[src/rtl/i2c_ivec_pkg.sv]
package i2c_ivec_pkg;
   localparam int unsigned N_EVT    = 7;
   localparam int unsigned CODE_W   = $clog2(N_EVT + 1);
   localparam int unsigned RSF_BIT  = 11;
   localparam int unsigned BUSY_BIT = 12;

   typedef enum logic [CODE_W-1:0] {
      VEC_NONE  = 3'd0,
      VEC_ARB   = 3'd1,
      VEC_NACK  = 3'd2,
      VEC_ACCR  = 3'd3,
      VEC_RXR   = 3'd4,
      VEC_TXR   = 3'd5,
      VEC_STOP  = 3'd6,
      VEC_SLAVE = 3'd7
   } vec_code_e;

   // flags cleared only by writing one to their status bit
   localparam logic [N_EVT-1:0] W1C_SET = 7'b010_1100;
   // flags cleared by the vector read that reports them
   localparam logic [N_EVT-1:0] RDC_SET = ~W1C_SET;
endpackage

[src/rtl/i2c_ivec_flags.sv]
module i2c_ivec_flags
   import i2c_ivec_pkg::*;
#(
   parameter int unsigned N = N_EVT
) (
   input  logic         clk,
   input  logic         rst_n,
   input  logic [N-1:0] set_i,
   input  logic [N-1:0] clr_i,
   output logic [N-1:0] flag_o
);
   if (N < 1) begin : g_bad_n
      $error("i2c_ivec_flags: N must be at least 1");
   end

   for (genvar i = 0; i < N; i++) begin : g_bit
      always_ff @(posedge clk or negedge rst_n) begin
         if (!rst_n)        flag_o[i] <= 1'b0;
         else if (set_i[i]) flag_o[i] <= 1'b1;
         else if (clr_i[i]) flag_o[i] <= 1'b0;
      end

      // a new event wins over a simultaneous clear
      p_set_wins_r11: assert property (@(posedge clk) disable iff (!rst_n)
         (set_i[i] && clr_i[i]) |=> flag_o[i]);
   end
endmodule

[src/rtl/i2c_ivec_prio.sv]
module i2c_ivec_prio
   import i2c_ivec_pkg::*;
#(
   parameter int unsigned N  = N_EVT,
   localparam int unsigned CW = $clog2(N + 1)
) (
   input  logic [N-1:0]  req_i,
   output logic [CW-1:0] code_o,
   output logic [N-1:0]  onehot_o
);
   always_comb begin
      code_o   = '0;
      onehot_o = '0;
      for (int i = N - 1; i >= 0; i--) begin
         if (req_i[i]) begin
            code_o   = CW'(i + 1);
            onehot_o = N'(1) << i;
         end
      end
   end

   // exactly one selected request whenever any is pending
   always_comb begin
      p_onehot_r4: assert ((req_i == '0) ? (onehot_o == '0) : ($countones(onehot_o) == 1));
   end
endmodule

[src/rtl/i2c_ivec_regs.sv]
module i2c_ivec_regs
   import i2c_ivec_pkg::*;
#(
   parameter int unsigned ADDR_W   = 4,
   parameter int unsigned DATA_W   = 16,
   parameter int unsigned OFS_MASK = 0,
   parameter int unsigned OFS_STAT = 1,
   parameter int unsigned OFS_VEC  = 2,
   parameter bit          RD_CLR_EN = 1'b1
) (
   input  logic              clk,
   input  logic              rst_n,
   input  logic [ADDR_W-1:0] addr_i,
   input  logic              wr_i,
   input  logic              rd_i,
   input  logic [DATA_W-1:0] wdata_i,
   output logic [DATA_W-1:0] rdata_o,
   input  logic [N_EVT-1:0]  flag_i,
   input  logic [CODE_W-1:0] code_i,
   input  logic [N_EVT-1:0]  sel_i,
   input  logic              rsf_i,
   input  logic              busy_i,
   output logic [N_EVT-1:0]  mask_o,
   output logic [N_EVT-1:0]  clr_o
);
   if (DATA_W < BUSY_BIT + 1) begin : g_bad_w
      $error("i2c_ivec_regs: DATA_W too narrow for status layout");
   end
   if (OFS_MASK == OFS_STAT || OFS_MASK == OFS_VEC || OFS_STAT == OFS_VEC) begin : g_bad_ofs
      $error("i2c_ivec_regs: register offsets must differ");
   end
   if (OFS_MASK >= 2**ADDR_W || OFS_STAT >= 2**ADDR_W || OFS_VEC >= 2**ADDR_W) begin : g_bad_a
      $error("i2c_ivec_regs: offset outside address space");
   end

   logic hit_mask, hit_stat, hit_vec;
   assign hit_mask = (addr_i == ADDR_W'(OFS_MASK));
   assign hit_stat = (addr_i == ADDR_W'(OFS_STAT));
   assign hit_vec  = (addr_i == ADDR_W'(OFS_VEC));

   always_ff @(posedge clk or negedge rst_n) begin
      if (!rst_n)                mask_o <= '0;
      else if (wr_i && hit_mask) mask_o <= wdata_i[N_EVT-1:0];
   end

   logic [N_EVT-1:0] w1c_clr, rd_clr;
   assign w1c_clr = (wr_i && hit_stat) ? (wdata_i[N_EVT-1:0] & W1C_SET) : '0;

   if (RD_CLR_EN) begin : g_rdclr
      assign rd_clr = (rd_i && hit_vec) ? (sel_i & RDC_SET) : '0;
   end else begin : g_nordclr
      assign rd_clr = '0;
   end

   assign clr_o = w1c_clr | rd_clr;

   logic [DATA_W-1:0] stat_word;
   always_comb begin
      stat_word = '0;
      stat_word[N_EVT-1:0] = flag_i;
      stat_word[RSF_BIT]   = rsf_i;
      stat_word[BUSY_BIT]  = busy_i;
   end

   always_comb begin
      rdata_o = '0;
      if (hit_mask)      rdata_o[N_EVT-1:0]  = mask_o;
      else if (hit_stat) rdata_o             = stat_word;
      else if (hit_vec)  rdata_o[CODE_W-1:0] = code_i;
   end
endmodule

[src/rtl/i2c_ivec_top.sv]
module i2c_ivec_top
   import i2c_ivec_pkg::*;
#(
   parameter int unsigned ADDR_W    = 4,
   parameter int unsigned DATA_W    = 16,
   parameter int unsigned OFS_MASK  = 0,
   parameter int unsigned OFS_STAT  = 1,
   parameter int unsigned OFS_VEC   = 2,
   parameter bit          RD_CLR_EN = 1'b1
) (
   input  logic              clk,
   input  logic              rst_n,
   input  logic [ADDR_W-1:0] reg_addr,
   input  logic              reg_wr,
   input  logic              reg_rd,
   input  logic [DATA_W-1:0] reg_wdata,
   output logic [DATA_W-1:0] reg_rdata,
   input  logic [N_EVT-1:0]  evt_pulse,
   input  logic              rx_shift_full,
   input  logic              bus_busy,
   output logic              irq
);
   logic [N_EVT-1:0]  flags, mask, clr, sel;
   logic [CODE_W-1:0] code;

   i2c_ivec_flags #(.N(N_EVT)) u_flags (
      .clk    (clk),
      .rst_n  (rst_n),
      .set_i  (evt_pulse),
      .clr_i  (clr),
      .flag_o (flags)
   );

   i2c_ivec_prio #(.N(N_EVT)) u_prio (
      .req_i    (flags & mask),
      .code_o   (code),
      .onehot_o (sel)
   );

   i2c_ivec_regs #(
      .ADDR_W(ADDR_W), .DATA_W(DATA_W), .OFS_MASK(OFS_MASK),
      .OFS_STAT(OFS_STAT), .OFS_VEC(OFS_VEC), .RD_CLR_EN(RD_CLR_EN)
   ) u_regs (
      .clk     (clk),
      .rst_n   (rst_n),
      .addr_i  (reg_addr),
      .wr_i    (reg_wr),
      .rd_i    (reg_rd),
      .wdata_i (reg_wdata),
      .rdata_o (reg_rdata),
      .flag_i  (flags),
      .code_i  (code),
      .sel_i   (sel),
      .rsf_i   (rx_shift_full),
      .busy_i  (bus_busy),
      .mask_o  (mask),
      .clr_o   (clr)
   );

   assign irq = |(flags & mask);

   logic hit_stat, hit_vec;
   assign hit_stat = (reg_addr == ADDR_W'(OFS_STAT));
   assign hit_vec  = (reg_addr == ADDR_W'(OFS_VEC));

   // an interrupt always comes with a nonzero vector
   p_irq_vec_r6: assert property (@(posedge clk) disable iff (!rst_n)
      irq |-> (code != '0));

   // write-one to access-ready clears it when no new event arrives
   p_w1c_clears_r7: assert property (@(posedge clk) disable iff (!rst_n)
      (reg_wr && hit_stat && reg_wdata[2] && !evt_pulse[2]) |=> !flags[2]);

   // status writes never clear arbitration-lost
   p_nonw1c_hold_r8: assert property (@(posedge clk) disable iff (!rst_n)
      (reg_wr && hit_stat && flags[0]) |=> flags[0]);

   // vector read keeps the access-ready flag
   p_rd_keeps_w1c_r9: assert property (@(posedge clk) disable iff (!rst_n)
      (reg_rd && hit_vec && code == CODE_W'(VEC_ACCR)) |=> flags[2]);

   // vector read clears reported arbitration-lost
   if (RD_CLR_EN) begin : g_rdclr_chk
      p_rd_clears_r9: assert property (@(posedge clk) disable iff (!rst_n)
         (reg_rd && hit_vec && code == CODE_W'(VEC_ARB) && !evt_pulse[0]) |=> !flags[0]);
   end
endmodule

[config.mk]
export PLATFORM = sky130hd
export DESIGN_NAME = i2c_ivec_top
export DESIGN_NICKNAME = d
export VERILOG_FILES = /design/src/rtl/i2c_ivec_pkg.sv /design/src/rtl/i2c_ivec_flags.sv /design/src/rtl/i2c_ivec_prio.sv /design/src/rtl/i2c_ivec_regs.sv /design/src/rtl/i2c_ivec_top.sv
export SDC_FILE = /design/constraint.sdc
export NUM_CORES = 1
export LEC_CHECK = 0
export BUFFER_PORTS_ARGS = -buffer_cell sky130_fd_sc_hd__buf_2
export CELL_PAD_IN_SITES_DETAIL_PLACEMENT = 1
export CELL_PAD_IN_SITES_GLOBAL_PLACEMENT = 1
export CORE_MARGIN = 1
export CORE_UTILIZATION = 32
export DETAILED_ROUTE_END_ITERATION = 12
export GPL_TIMING_DRIVEN = 0
export HOLD_SLACK_MARGIN = 0.02
export PLACE_DENSITY_LB_ADDON = 0.15
export REMOVE_ABC_BUFFERS = 1
export SLEW_MARGIN = 25
export SYNTH_ARGS = -nofsm -noshare
export SYNTH_HDL_FRONTEND = slang
export SYNTH_SLANG_ARGS = --single-unit
[constraint.sdc]
create_clock -name clk -period 2.7 [get_ports clk]
set_input_delay 0.27 -clock clk [delete_from_list [all_inputs] [get_ports clk]]
set_output_delay 0.27 -clock clk [all_outputs]
set_load 0.01 [all_outputs]
Yosys cells after proc, flatten, opt, wreduce, memory -nomap -nowiden
Cells that the tools add are included.

storage, ports and cells
  register bits after elaboration = 14
  input port bits = 33
  output and inout port bits = 17
  word-level logic and storage cells = 59

operators by class
  equality and inequality tests = 2
  muxes and demuxes = 35
  bitwise logic cells = 2
  reduce and logical (&&, ||, !) cells = 12

operators with widths
  kind                                                                    count
  7-bit 2-to-1 mux                                                        9
  3-bit 2-to-1 mux                                                        9
  1-bit 2-to-1 mux                                                        14
  2-bit nonzero test                                                      7
  6-bit 2-to-1 mux                                                        2
  10-bit 2-to-1 mux                                                       1
  7-bit AND                                                               1
  7-bit bitwise OR                                                        1
  7-bit OR reduction                                                      1
  4-bit by 1-bit equality test with 1-bit output (second input constant)  1
  4-bit by 2-bit equality test with 1-bit output (second input constant)  1
  4-bit zero test                                                         1
  1-bit logical AND                                                       3

Longest topological paths before layout
  depth in word-level cells = 12
  mapped depth = 5
  depth with buffers taken out = 4

By module
Synthesis repeated with hierarchy kept, for this count alone.

second synthesis, totals
  cell total of the unflattened synthesis = 113
  area, all modules = 1052.3 µm²

modules (own cells, without submodules)
  module          times used  cells each  area each (µm²)  sequential area each (µm²)
  i2c_ivec_regs   1           62          593.1            175.2
  i2c_ivec_flags  1           21          254.0            175.2
  i2c_ivec_prio   1           20          131.4            0.0
  i2c_ivec_top    1           10          73.8             0.0

Worst setup path before layout
Ideal clock, no wire load.

  path kind = flip-flop to output port
  start = register u_flags.flag_o[1]
  end = output reg_rdata[2]
  arrival = 1.160 ns
  data required time = 2.430 ns
  setup slack = 1.270 ns
  cell stages (with the launch flop) = 4
  buffers on the path = 0
  path through = dfrtp_1 a222oi_1 nand4_1 a21oi_1

between the ends
  word-level cells in the longest chain between the ends = 6

RTL lines
  element                            line                  RTL
  from (decl)                        i2c_ivec_flags.sv:10  output logic [N-1:0] flag_o
  from (signal, indexed assignment)  i2c_ivec_flags.sv:18  if (!rst_n) flag_o[i] <= 1'b0;
  from (signal, indexed assignment)  i2c_ivec_flags.sv:19  else if (set_i[i]) flag_o[i] <= 1'b1;
  from (signal, indexed assignment)  i2c_ivec_flags.sv:20  else if (clr_i[i]) flag_o[i] <= 1'b0;
  7-bit AND                          i2c_ivec_top.sv:35    .req_i (flags & mask),
  3-bit 2-to-1 mux (2 in series)     i2c_ivec_prio.sv:15   if (req_i[i]) begin
  3-bit 2-to-1 mux                   i2c_ivec_regs.sv:69   else if (hit_vec) rdata_o[CODE_W-1:0] = code_i;
  3-bit 2-to-1 mux                   i2c_ivec_regs.sv:68   else if (hit_stat) rdata_o = stat_word;
  7-bit 2-to-1 mux                   i2c_ivec_regs.sv:67   if (hit_mask) rdata_o[N_EVT-1:0] = mask_o;
  to (decl)                          i2c_ivec_top.sv:17    output logic [DATA_W-1:0] reg_rdata,

No other way between the ends.

Final worst setup path
Ends and elaborated chain as after synthesis.

==> impl_metrics.yaml <==
synthesis:
  synth_top_area_share_pct: 40.5
  ys_ff_latch: 14
  synth_area_leaders: "dfrtp_1, mux2_2, buf_4"
  synth.area.mux_share_pct: 13.7
  synth_ff_type: "dfrtp_1"
  seq_area_frac_synth_pct: 40.5
  synth-edff-count: 0
  synth_top_family_by_area: "simple AND/OR/NAND/NOR gates"
  synthSimpleGateAreaFrac_pct: 22.7
  yosysWarningCount: 0
  syn_inst: 94
  synth_xor_area_share_pct: 0
  syn_area_um2: 866
  syn_avg_cell_area_um2: 9.21
  ys_top_cells_by_count: "dfrtp_1, nand2_1, buf_4, mux2_2, nor2_1"
  async_flop_share_pct: 100
  synth_compound_gate_area_share_pct: 15.0
  synth_largest_area_cell: "dfrtp_1"
  yosys.area_share.adder_pct: 0
  synth_cell_types: 26
job:
  drv_cap: 0
min_path:
  whs_endpoint: "u_flags.flag_o[1]"
  hp-start: "evt_pulse[1]"
  hp-class: "primary input to register"
  min_delay_path_depth: 2
worst_setup_path:
  end_kind: "output pin"
  timing.rr.end: "u_flags.flag_o[6]"
  crit_required_ns: 2.43
  r2r-start: "u_flags.flag_o[1]"
  arrival_ns: 1.67
  r2r_cells: 4
  cp-start-kind: "register"
  crit_type: "register to output pin"
  cp_max_fo: 4
  rrSetupSlack_ns: 1.16
die:
  floorplan.initialDensity_pct: 34.3
  rows: 18
  core_mm2: 0.00252
  boundaryPins: 50
  dieArea_mm2: 0.00292
  fp.dieW_um: 54.0
  die_h_um: 54.0
detailed_routing:
  drt_iter0_drc: 10
  vias: 796
  wl_per_cell_um: 13.1
  first_pass_iters: 4
  ant_nets: 0
  viasPerCell: 5.04
  drcViolationCount: 0
  routed_wl_um: 2070
grt:
  antenna_found_initial: 0
  grt-ovfl-total: 0
  grt_use_met1_pct: 22.3
  grt_util_met3_pct: 2.54
  grt_max_degree: 15
  grt_pass1_wl_um: 3380
  use_met2_pct: 26.5
  top_usage_layer: "met2"
  grt_pass1_vias: 741
  grtUsageTotal_pct: 16.8
timing:
  rsz0062_at_grt: "false"
  period_needed_ns: 1.94
  setup_viol: 0
  fmax_ghz: 0.515
  period_share_pct: 71.9
  fin_skew_ns: 0.00291
  hold_viol: 0
  slew_violations: 0
  setup_slack_ns: 0.758
  tns_ns: 0
  whs_ns: 0.169
outcome:
  status: "finished, final reports clean"
final_layout:
  fin_cells: 158
  layout-drive-gt1-share_pct: 35.2
  final_cell_area_mm2: 0.00106
  finish.utilization_pct: 42.1
  area_growth_pct: 22.5
  diodes: 0
  nets: 163
placed_design:
  placed_cell_area_mm2: 0.00103
  dp_worst_setup_slack_ns: 1.03
  dp_hpwl_um: 1670
  gp_congestion: 0.738
  dp.cells: 154
  portBuffers: 33
cts:
  path_clk_slew_ns: 0.08
  cts_buffers: 3
  root_buffer: "clkbuf_4"
  ctsLongestPathBuffers: 2
  cts_tree: "built"
  cts.sinks: 14
  cts_resized: 0
  h-tree-depth: 1
  clk-insertion-delay-late_ns: 0.27
power_and_ir_drop:
  power_density_mw_per_mm2: 487
  finalPower_uw: 516
  peakVddDrop_uv: 286
  p_leak_nw: 0.515
==> routing by layer <==
layer	vias to the layer above	part of all wire (%)
met1	370	48
met2	30	46
met4	0	0.68
met3	2	5.5
li1	394	-
met5	-	0
==> kinds of logic (layout without fill, tap and decap cells) <==
logic type | after synthesis | after routing
other cells | 1 | 7
mux | 11 | 11
simple gates | 40 | 40
flops | 14 | 14
compound gates | 18 | 18
buf+inv | 10 | 38
==> cells in the final DEF, fill, tap and decap left out, drive strengths merged, types with 3 or more instances in the layout <==
cell	netlist	final
buf	9	33
nand2	14	14
dfrtp	14	14
nor2	7	7
mux2	7	7
conb	1	7
a21o	7	7
and3	6	6
nand3	5	5
mux2i	4	4
o21ai	3	3
clkbuf	0	3
==> registers in the layout, summed over array words and instances (netlist names) <==
name,cells
u_flags.flag_o,7
u_regs.mask_o,7
==> what timing repair did <==
action	4_1_cts	5_1_grt
endpoints found under the hold margin	14	0
hold buffers	1	0
setup buffers	0	0
==> worst max path at each step <==
| stage | to | slack (ns) | start |
|---|---|---|---|
| 2_1_floorplan | reg_rdata[2] | 1.27 | u_flags.flag_o[1] |
| 3_3_place_gp | reg_rdata[2] | 1.04 | u_flags.flag_o[1] |
| 3_5_place_dp | reg_rdata[2] | 1.03 | u_flags.flag_o[1] |
| 4_1_cts | reg_rdata[2] | 0.71 | u_flags.flag_o[1] |
| 5_1_grt | reg_rdata[2] | 0.60 | u_regs.mask_o[1] |
| 6_report | reg_rdata[2] | 0.76 | u_flags.flag_o[1] |
==> area by class of cell <==
class | instances | area (µm²)
sequential | 14 | 350
timing repair buffer | 34 | 175
clock buffer | 3 | 22.5
inverter | 1 | 3.75
tap | 30 | 37.5
multi-input combinational | 76 | 472
fill | 318 | 1460
==> where the power goes <==
part,leakage [nW],switching [mW],total (mW),internal (mW)
sequential,0.148,0.0299,0.265,0.235
clock,0.0138,0.0633,0.115,0.0516
combinational,0.353,0.0712,0.136,0.0652
==> critical path, stage by stage (launching register included) <==
cell      delay (ns)
dfrtp_1         0.42
a222oi_1        0.51
nand4_1         0.15
a21oi_1         0.17
buf_2           0.14
No activity file was read; power rests on OpenSTA's default activity.
